`config.mk`:
```
export PLATFORM = sky130hd
export DESIGN_NAME = blk_move_engine
export DESIGN_NICKNAME = d
export VERILOG_FILES = /design/src/rtl/bme_pkg.sv /design/src/rtl/bme_ctrl.sv /design/src/rtl/bme_pointer.sv /design/src/rtl/bme_counter.sv /design/src/rtl/blk_move_engine.sv
export SDC_FILE = /design/constraint.sdc
export NUM_CORES = 1
export LEC_CHECK = 0
export BUFFER_PORTS_ARGS = -buffer_cell sky130_fd_sc_hd__buf_2
export CAP_MARGIN = 20
export CELL_PAD_IN_SITES_DETAIL_PLACEMENT = 1
export CELL_PAD_IN_SITES_GLOBAL_PLACEMENT = 2
export CORE_MARGIN = 2
export CORE_UTILIZATION = 33
export DETAILED_ROUTE_END_ITERATION = 8
export PLACE_DENSITY_LB_ADDON = 0.1
export SLEW_MARGIN = 10
export SYNTH_ARGS = -nofsm -noshare
export SYNTH_HDL_FRONTEND = slang
export SYNTH_SLANG_ARGS = --single-unit
```
`constraint.sdc`:
```
create_clock -name clk -period 4.1 [get_ports clk]
set_input_delay 0.205 -clock clk [delete_from_list [all_inputs] [get_ports clk]]
set_output_delay 0.205 -clock clk [all_outputs]
set_load 0.005 [all_outputs]
```
`src/rtl/bme_pkg.sv`:
```
package bme_pkg;
   typedef enum logic [1:0] {
      PH_IDLE   = 2'd0,
      PH_READ   = 2'd1,
      PH_WRITE  = 2'd2,
      PH_UPDATE = 2'd3
   } phase_t;
endpackage

```
`src/rtl/bme_ctrl.sv`:
```
module bme_ctrl
   import bme_pkg::*;
(
   input  logic   clk,
   input  logic   rst_n,
   input  logic   start,
   input  logic   mem_ready,
   input  logic   last,
   output phase_t phase,
   output logic   load,
   output logic   step,
   output logic   capture,
   output logic   done
);
   phase_t phase_q, phase_d;
   logic   done_q;

   always_comb begin
      phase_d = phase_q;
      unique case (phase_q)
         PH_IDLE:   if (start)     phase_d = PH_READ;
         PH_READ:   if (mem_ready) phase_d = PH_WRITE;
         PH_WRITE:  if (mem_ready) phase_d = PH_UPDATE;
         PH_UPDATE: phase_d = last ? PH_IDLE : PH_READ;
         default:   phase_d = PH_IDLE;
      endcase
   end

   always_ff @(posedge clk or negedge rst_n) begin
      if (!rst_n) begin
         phase_q <= PH_IDLE;
         done_q  <= 1'b0;
      end else begin
         phase_q <= phase_d;
         done_q  <= (phase_q == PH_UPDATE) && last;
      end
   end

   assign phase   = phase_q;
   assign load    = (phase_q == PH_IDLE) && start;
   assign step    = (phase_q == PH_UPDATE);
   assign capture = (phase_q == PH_READ) && mem_ready;
   assign done    = done_q;
endmodule

```
`src/rtl/bme_pointer.sv`:
```
module bme_pointer #(
   parameter int OFF_W      = 16,
   parameter int BANK_W     = 8,
   parameter bit CARRY_BANK = 1'b0
) (
   input  logic                     clk,
   input  logic                     rst_n,
   input  logic                     load,
   input  logic                     step,
   input  logic                     desc,
   input  logic [BANK_W-1:0]        bank_in,
   input  logic [OFF_W-1:0]         off_in,
   output logic [BANK_W+OFF_W-1:0]  addr,
   output logic [OFF_W-1:0]         off_out
);
   localparam int FULL_W = BANK_W + OFF_W;

   logic [BANK_W-1:0] bank_q, bank_d;
   logic [OFF_W-1:0]  off_q, off_d;

   generate
      if (CARRY_BANK) begin : g_carry
         logic [FULL_W-1:0] full_nxt;
         always_comb begin
            full_nxt = desc ? ({bank_q, off_q} - FULL_W'(1))
                            : ({bank_q, off_q} + FULL_W'(1));
            bank_d   = full_nxt[FULL_W-1:OFF_W];
            off_d    = full_nxt[OFF_W-1:0];
         end
      end else begin : g_wrap
         always_comb begin
            bank_d = bank_q;
            off_d  = desc ? (off_q - OFF_W'(1)) : (off_q + OFF_W'(1));
         end
      end
   endgenerate

   always_ff @(posedge clk or negedge rst_n) begin
      if (!rst_n) begin
         bank_q <= '0;
         off_q  <= '0;
      end else if (load) begin
         bank_q <= bank_in;
         off_q  <= off_in;
      end else if (step) begin
         bank_q <= bank_d;
         off_q  <= off_d;
      end
   end

   assign addr    = {bank_q, off_q};
   assign off_out = off_q;
endmodule

```
`src/rtl/bme_counter.sv`:
```
module bme_counter #(
   parameter int W = 16
) (
   input  logic         clk,
   input  logic         rst_n,
   input  logic         load,
   input  logic         step,
   input  logic [W-1:0] val_in,
   output logic [W-1:0] val_out,
   output logic         last
);
   logic [W-1:0] cnt_q;

   always_ff @(posedge clk or negedge rst_n) begin
      if (!rst_n)     cnt_q <= '0;
      else if (load)  cnt_q <= val_in;
      else if (step)  cnt_q <= cnt_q - W'(1);
   end

   assign val_out = cnt_q;
   assign last    = (cnt_q == '0);
endmodule

```
`src/rtl/blk_move_engine.sv`:
```
module blk_move_engine
   import bme_pkg::*;
#(
   parameter int OFF_W      = 16,
   parameter int BANK_W     = 8,
   parameter int DATA_W     = 8,
   parameter int CNT_W      = 16,
   parameter bit CARRY_BANK = 1'b0,
   localparam int ADDR_W    = OFF_W + BANK_W
) (
   input  logic              clk,
   input  logic              rst_n,
   input  logic              start,
   input  logic              dir_desc,
   input  logic [BANK_W-1:0] src_bank,
   input  logic [BANK_W-1:0] dst_bank,
   input  logic [OFF_W-1:0]  src_ptr_in,
   input  logic [OFF_W-1:0]  dst_ptr_in,
   input  logic [CNT_W-1:0]  count_in,
   output logic              busy,
   output logic              done,
   output logic              mem_req,
   output logic              mem_we,
   output logic [ADDR_W-1:0] mem_addr,
   output logic [DATA_W-1:0] mem_wdata,
   input  logic [DATA_W-1:0] mem_rdata,
   input  logic              mem_ready,
   output logic [OFF_W-1:0]  x_out,
   output logic [OFF_W-1:0]  y_out,
   output logic [CNT_W-1:0]  c_out
);
   generate
      if (OFF_W < 2 || BANK_W < 1 || DATA_W < 1 || CNT_W < 1) begin : g_bad_width
         $error("blk_move_engine: widths must be positive, OFF_W at least 2");
      end
      if (CNT_W > 32) begin : g_bad_count
         $error("blk_move_engine: CNT_W above 32 is not supported");
      end
   endgenerate

   phase_t            phase;
   logic              load, step, capture, last;
   logic              desc_q;
   logic [DATA_W-1:0] hold_q;
   logic [ADDR_W-1:0] src_addr, dst_addr;

   bme_ctrl u_ctrl (
      .clk       (clk),
      .rst_n     (rst_n),
      .start     (start),
      .mem_ready (mem_ready),
      .last      (last),
      .phase     (phase),
      .load      (load),
      .step      (step),
      .capture   (capture),
      .done      (done)
   );

   bme_pointer #(.OFF_W(OFF_W), .BANK_W(BANK_W), .CARRY_BANK(CARRY_BANK)) u_src (
      .clk     (clk),
      .rst_n   (rst_n),
      .load    (load),
      .step    (step),
      .desc    (desc_q),
      .bank_in (src_bank),
      .off_in  (src_ptr_in),
      .addr    (src_addr),
      .off_out (x_out)
   );

   bme_pointer #(.OFF_W(OFF_W), .BANK_W(BANK_W), .CARRY_BANK(CARRY_BANK)) u_dst (
      .clk     (clk),
      .rst_n   (rst_n),
      .load    (load),
      .step    (step),
      .desc    (desc_q),
      .bank_in (dst_bank),
      .off_in  (dst_ptr_in),
      .addr    (dst_addr),
      .off_out (y_out)
   );

   bme_counter #(.W(CNT_W)) u_cnt (
      .clk     (clk),
      .rst_n   (rst_n),
      .load    (load),
      .step    (step),
      .val_in  (count_in),
      .val_out (c_out),
      .last    (last)
   );

   always_ff @(posedge clk or negedge rst_n) begin
      if (!rst_n) begin
         desc_q <= 1'b0;
         hold_q <= '0;
      end else begin
         if (load)    desc_q <= dir_desc;
         if (capture) hold_q <= mem_rdata;
      end
   end

   assign busy      = (phase != PH_IDLE);
   assign mem_req   = (phase == PH_READ) || (phase == PH_WRITE);
   assign mem_we    = (phase == PH_WRITE);
   assign mem_addr  = (phase == PH_WRITE) ? dst_addr : src_addr;
   assign mem_wdata = hold_q;
endmodule

```
==> results of run 1 <==
[cell usage after synthesis (all sizes together) (3+ instances only)]
master   count
mux2        33
dfrtp       76
or3          4
nor3         8
a2bb2oi      4
xnor2       23
nor4         4
a31oi        5
nand4        3
a211o        3
mux2i       11
nand3        8
o311ai       3
o21a         8
buf         41
or4          3
and3         9
clkbuf      19
a21o        18
o21bai       4
ha          34
xor2        11
o31ai        3
o22ai        3
a211oi       9
nand2      108
o21ai       50
nand3b       4
a21oi       47
nor2        33
inv         11
nor2b        3
[worst max-delay path, delay by kind of cell (launching register included)]
kind | cells | cell delay (ns)
AOI/OAI and AO/OA | 6 | 1.38
DFF | 1 | 1.03
adders and majority gates | 1 | 0.40
xor gates and xnor gates | 1 | 0.17
[kinds of logic after synthesis]
group	count (synthesis)	share of synthesized area (%)
and+or+nand+nor	193	16.4
AOI/OAI and AO/OA	166	18.9
DFF	76	34.8
buffers and inverters	71	7.17
muxes	44	8.81
adders and majority gates	36	8.52
xor gates and xnor gates	34	5.45
[layout by cell type (no fill, tap or decap), drive strengths merged, types with 15 or more instances in the layout]
cell / netlist / routed
inv: 11 / 15
ha: 34 / 34
nor2: 33 / 33
a21oi: 47 / 47
buf: 41 / 169
o21ai: 50 / 50
dfrtp: 76 / 76
mux2: 33 / 33
a21o: 18 / 18
xnor2: 23 / 23
nand2: 108 / 108
[report_power, final]
part | leakage, uW | switching, uW | internal, uW
clock network | 0.000149 | 370 | 482
registers | 0.000919 | 483 | 1130
logic | 0.00213 | 2160 | 1870
[layer usage]
layer	wire length (um)	up-vias	part of all wire [%]	GRT usage [%]
met4	339	2	2.0	6.39
met2	8490	118	49	35.6
met3	1070	18	6.2	5.63
li1	-	2406	-	-
met5	11	-	0.064	0
met1	7380	2400	43	23.7
[final cells by class]
cell class              instances  area [um^2]  share of cell area (%)
multi-input cells             473         3170                    48.0
flip-flops and latches         76         1900                    28.8
repair buffers                170          917                    13.9
well taps                     220          275                    4.16
clock buffers                   9          225                    3.41
clock inverters                 7         80.1                    1.21
inverters                      11         41.3                   0.624
[per-stage QoR]
step                hold slack (ns)  total power (uW)  util [%]  worst slack, ns
floorplan                   -0.0906              4480         -             1.31
global placement              0.393              5560      38.0             1.14
detailed placement            0.401              5660      38.2            0.996
CTS                          0.0225              6580      40.0            0.988
global route                 0.0403              7110      40.3            0.766
finish                       0.0404              6500      40.3            0.998
[what timing repair did]
item                      4_1_cts  5_1_grt
hold endpoints to repair        0       16
hold buffers                    0        1
resized for setup               0        0
[worst max-delay path by stage]
stage                                               end               start  slack, ns  cells after the start
final                      u_dst.off_out[9]$_DFFE_PN0P_  desc_q$_DFFE_PN0P_        1.0                      8
after global routing       u_dst.off_out[9]$_DFFE_PN0P_  desc_q$_DFFE_PN0P_       0.77                      8
after detailed placement   u_dst.off_out[9]$_DFFE_PN0P_  desc_q$_DFFE_PN0P_        1.0                      8
after global placement     u_dst.off_out[9]$_DFFE_PN0P_  desc_q$_DFFE_PN0P_       1.14                      8
after floorplan           u_src.off_out[15]$_DFFE_PN0P_  desc_q$_DFFE_PN0P_       1.31                      9
after CTS                  u_dst.off_out[9]$_DFFE_PN0P_  desc_q$_DFFE_PN0P_       0.99                      8
[flip-flops by register name (all words and copies together) (netlist names)]
name / cells
u_src.bank_d: 8
desc_q: 1
mem_wdata: 8
u_ctrl.phase: 2
u_ctrl.done: 1
u_dst.off_out: 16
u_src.off_out: 16
u_dst.bank_d: 8
u_cnt.val_out: 16
==> impl_results.md, run 1 <==
* Run status: completed
* FF-to-FF End: u_dst.off_out[9]$_DFFE_PN0P_
* Detailed Route WL at 17300 um
* Critical-path cell list: ha_1 > a211oi_1 > o21bai_1 > a21oi_1 > o21ai_1 > a41oi_1 > xor2_1 > o22ai_1
* Placement Cell Area at 6260 um^2
* Cell Pwr Density at 983 nW/um^2
* P&R area growth vs syn at 21.0%
* # DRC at 0
* Clock Skews at 0.00770 ns
* Largest net degree at the start of global routing at 77
* Antenna Cells at 0
* Leakage at 0.00320 uW
* Asr flop ratio synth at 100%
* CTS tree: built
* Gr usage total at 20.2%
* Post-Synthesis Cell Area at 5470 um^2
* Synth area leaders: dfrtp_1 (35%), ha_1 (7.8%), nand2_1 (7.4%)
* ANT nets after route at 0
* WHS Endpoint: u_src.bank_d[7]$_DFFE_PN0P_
* Period utilization at 75.7%
* Flops & latches, synth at 76
* Port bufs at 160
* Core footprint at 16400 um^2
* Max cap viols at 0
* Synth Flop Type: dfrtp_1
* RSZ-0062 raised after global routing: false
* Hold_sp: src_bank[7]
* DR vias/cell at 5.12
* First-pass GRT wire length at 28100 um
* Reg clk slew, reported paths at 0.07 ns
* Setup violators final at 0
* I/O pin cnt at 161
* Critical Path Sink Type: register
* Tmin final at 3.10 ns
* WP data required at 4.32 ns
* Post-Layout Inst Area at 6610 um^2
* Yosys top cell area share at 34.8%
* Die width at 133 um
* Class of the most critical setup path: register to register
* CP max-delay cell: dfrtp_1
* Syn nets at 733
* DR vias at 4944
* Root Driver: clkbuf_16
* Final max-slew violation count at 0
* Clk sinks at 76
* Fmax at 322 MHz
* Htree depth at 3
* Count of flip-flops with a built-in enable after synthesis at 0
* WP data arrival at 3.33 ns
* Worst relative slew slack at 31.2%
* Worst hold stages at 3
* Inst Count DP at 947
* DR pass1 iterations at 4
* Tightest Pin Transition at 1.03 ns
* Unique masters post-synth at 55
* Final Non-Filler Cells at 966
* HPWL Detailed at 12800 um
* Worst Setup Start Kind: register
* Final #Nets at 854
* Share of cells above drive strength 1 at 31.1%
* Reg2reg start: desc_q$_DFFE_PN0P_
* 1st-iter DRT viols at 115
* Worst-path maximum fanout at 26
* Inserted Clock Buffers at 9
* Initial antenna violation count at 1
* Die Y at 133 um
* WL/cell at 17.9 um
* Final Hold Fails at 0
* Fillers at 1971
* Syn_area_per_cell at 8.81 um^2
* Rows at 47
* GPL Wtd Cong at 0.841
* Hold Path Class: input pin to register
* FF-to-FF path depth at 8
* CP max stage delay at 1.03 ns
* Longest Clk Path Bufs at 2
* Syn. warnings at 0
* Worst ir drop on vdd at 0.350 mV
* Synth Instances at 620
* Remaining Overflow, GRT at 0
* Number of global-route vias before repair at 5301
* Die area at 17600 um^2
* Area leader, netlist: dfrtp_1
* Post-CTS setup buffers at 0
* Clk Latency, worst-skew pair at 0.35 ns
* Sequential area share after synthesis at 34.8%
* Initial core utilization at 33.3%
* Setup TNS at 0 ns
* Flop-to-flop setup slack at 1.0 ns
Power figures use the tool's default switching activity.
==> run 2, diff against run 1 <==
Settings changed: ABC_AREA from default to 1, CORE_UTILIZATION 33 to 26.
Clock period 4.1 ns to 2.6 ns, I/O delays scaled along.
==> run 2 against run 1 <==
Critical path depth down 1. Combinational power up 76%. Synthesized cell count up 48%. Worst hold slack worse by 0.027 ns. Global-route usage down 1.7 points. Non-clock buffer count up 29. Die area up 39%. Largest power group unchanged. Register-to-register slack worse by 0.46 ns. Setup slack worse by 0.50 ns. Sequential share of layout area down 3.7 points.
==> impl_results.md, run 2 <==
* Port bufs at 160
* Die area at 24600 um^2
* Critical-path cell list: inv_1 > ha_1 > inv_1 > buf_4 > nand2_1 > nand2_1 > buf_2
* FF/Latch Area at 1900 um^2
* Cell Pwr Density at 1440 nW/um^2
* Worst path bufs/invs at 4
* Syn nets at 1031
* Post-layout util at 33.4%
* Leakage at 0.00429 uW
* Period utilization at 80.8%
* Post-CTS setup buffers at 0
* HPWL Detailed at 16200 um
* Worst ir drop on vdd at 0.475 mV
* Longest Clk Path Bufs at 2
* WP data required at 2.47 ns
* Resized cells post-CTS at 0
* Root Driver: clkbuf_16
* Syn. warnings at 0
* 1st-iter DRT viols at 168
* Die width at 157 um
* DR pass1 iterations at 6
* Worst Setup Start Kind: register
* Post-Synthesis Cell Area at 6060 um^2
* Final Non-Filler Cells at 1390
* WL/cell at 15.6 um
* Commonest non-fill, non-tap cell in the layout: nand2_1
* Syn_area_per_cell at 6.60 um^2
* Die Y at 157 um
* CTS tree: built
* GPL Wtd Cong at 0.773
* Inst Count DP at 1346
* Yosys top cell area share at 31.4%
* Final #Nets at 1185
* Reg clk slew, reported paths at 0.07 ns
* Hold Path Class: input pin to register
* Class of the most critical setup path: register to output pin
* Flops & latches, synth at 76
* I/O pin cnt at 161
* Unique masters post-synth at 42
* Most frequent cells in the layout: nand2_1 (372), buf_2 (159), inv_1 (124)
* Synth Flop Type: dfrtp_1
* Leading cell type by number of instances after synthesis: nand2_1
* Core footprint at 22800 um^2
* Initial core utilization at 26.6%
* Tmin final at 2.10 ns
* Hold-fix buffers, CTS at 28
* Number of global-route vias before repair at 6523
* Detailed Route WL at 21700 um
* Clk Latency, worst-skew pair at 0.35 ns
* Sequential area share after synthesis at 31.4%
* Remaining Overflow, GRT at 0
* Clk sinks at 76
* Fmax at 476 MHz
* Fillers at 2980
* Max cap viols at 0
* P&R area growth vs syn at 25.3%
* Gr usage total at 18.5%
* CP max stage delay at 0.42 ns
* Run status: completed
* Clock Skews at 0.0109 ns
* Worst relative slew slack at 58.7%
* Largest net degree at the start of global routing at 78
* Final Hold Fails at 0
* ANT nets after route at 0
* Count of flip-flops with a built-in enable after synthesis at 0
* Worst-path maximum fanout at 17
* First-pass GRT wire length at 35300 um
* Synth area leaders: dfrtp_1 (31%), nand2_1 (23%), inv_1 (7.7%)
* Asr flop ratio synth at 100%
* Setup violators final at 0
* Tightest Pin Transition at 0.620 ns
* Share of cells above drive strength 1 at 20.1%
* WP data arrival at 1.97 ns
* Setup TNS at 0 ns
* Critical Path Sink Type: output pin
* Area leader, netlist: dfrtp_1
* Area of the multi-input gates at 3300 um^2
* Rows at 55
* Final max-slew violation count at 0
* Inserted Clock Buffers at 9
* DR vias/cell at 4.48
* RSZ-0062 raised after global routing: false
* DR vias at 6225
* # DRC at 0
* Crit-path leading delay family: buffers and inverters
* Most common library cells after synthesis: nand2_1 (372), inv_1 (124), dfrtp_1 (76)
* Initial antenna violation count at 1
* CP max-delay cell: dfrtp_1
* Htree depth at 3
* Antenna Cells at 0
* Synth Instances at 918
[run 2: cell count changes after synthesis, sizes merged, moves of 10 or more]
cell   before  now
a21oi      47   16
a21o       18    0
xnor2      23    3
inv        11  129
mux2i      11    0
nand2     108  375
xor2       11    1
o21ai      50   15
nor2       33   62
nand3       8   71
mux2       33    8
[run 2: path summary, 6_finish.rpt]
| path | start | to | slack, ns | depth (start not counted) |
|---|---|---|---|---|
| min in group asynchronous | rst_n | u_src.off_out[12]$_DFFE_PN0P_ | 0.32 | 2 |
| max in group asynchronous | rst_n | u_src.bank_d[5]$_DFFE_PN0P_ | 1.62 | 3 |
| setup reg to reg | desc_q$_DFFE_PN0P_ | u_src.off_out[15]$_DFFE_PN0P_ | 0.54 | 12 |
| setup / recovery | u_ctrl.phase[0]$_DFFE_PN0P_ | mem_addr[22] | 0.50 | 7 |
| hold reg to reg | u_src.bank_d[5]$_DFFE_PN0P_ | u_src.bank_d[5]$_DFFE_PN0P_ | 0.48 | 2 |
| hold / removal | mem_rdata[1] | mem_wdata[1]$_DFFE_PN0P_ | 0.01 | 2 |
[run 2: worst reg2reg max path, cell delays in order, from the launching register on]
cell and delay [ns]:
dfrtp_1 0.47, buf_12 0.22, ha_1 0.35, nand2_1 0.12, inv_1 0.06, a21oi_1 0.18
nand2_1 0.12, nand2_1 0.09, nand2_1 0.06, nand2_1 0.06, nand3_1 0.08, nand2_1 0.08
nand2_1 0.05
[run 2: kinds of logic (layout without fill, tap and decap cells)]
family | after synthesis | count (layout) | synth area share [%]
flops | 76 | 76 | 31.4
fa+ha+maj | 36 | 36 | 7.68
simple gates | 544 | 544 | 37.6
xor+xnor | 4 | 4 | 0.578
compound gates | 65 | 65 | 7.18
buf+inv | 185 | 344 | 14.1
mux | 8 | 8 | 1.49
[run 2: power by group]
part	internal [uW]	switching [uW]	leakage (uW)
Sequential	1770	710	0.000916
Clock	759	611	0.000141
Combinational	2730	4370	0.00324
Total	5260	5690	0.00429
[run 2: final cells by class]
cell class,instances,area share (%)
Multi-Input combinational cell,657,43.5
Timing Repair Buffer,199,15.8
Sequential cell,76,25.0
Tap cell,313,5.15
Clock buffer,9,2.96
Inverter,129,6.47
Clock inverter,7,1.07
[run 2: metrics by stage]
stage / setup WS, ns / cell area (um^2) / power, uW / hold slack [ns]
finish: 0.498 / 7600 / 10900 / 0.0133
global route: 0.239 / 7600 / 12400 / 0.00109
CTS: 0.433 / 7600 / 11200 / 0.00454
detailed placement: 0.541 / 7010 / 9720 / 0.173
global placement: 0.565 / 7010 / 9650 / 0.167
floorplan: 0.431 / 6060 / 7460 / -0.166
[run 2: per-layer routing]
layer	routed length (um)	vias to the layer above	global-route usage, %
li1	-	3177	-
met1	10400	2920	24.0
met2	10400	114	32.4
met3	725	12	3.07
met4	151	2	3.54
met5	7	-	0
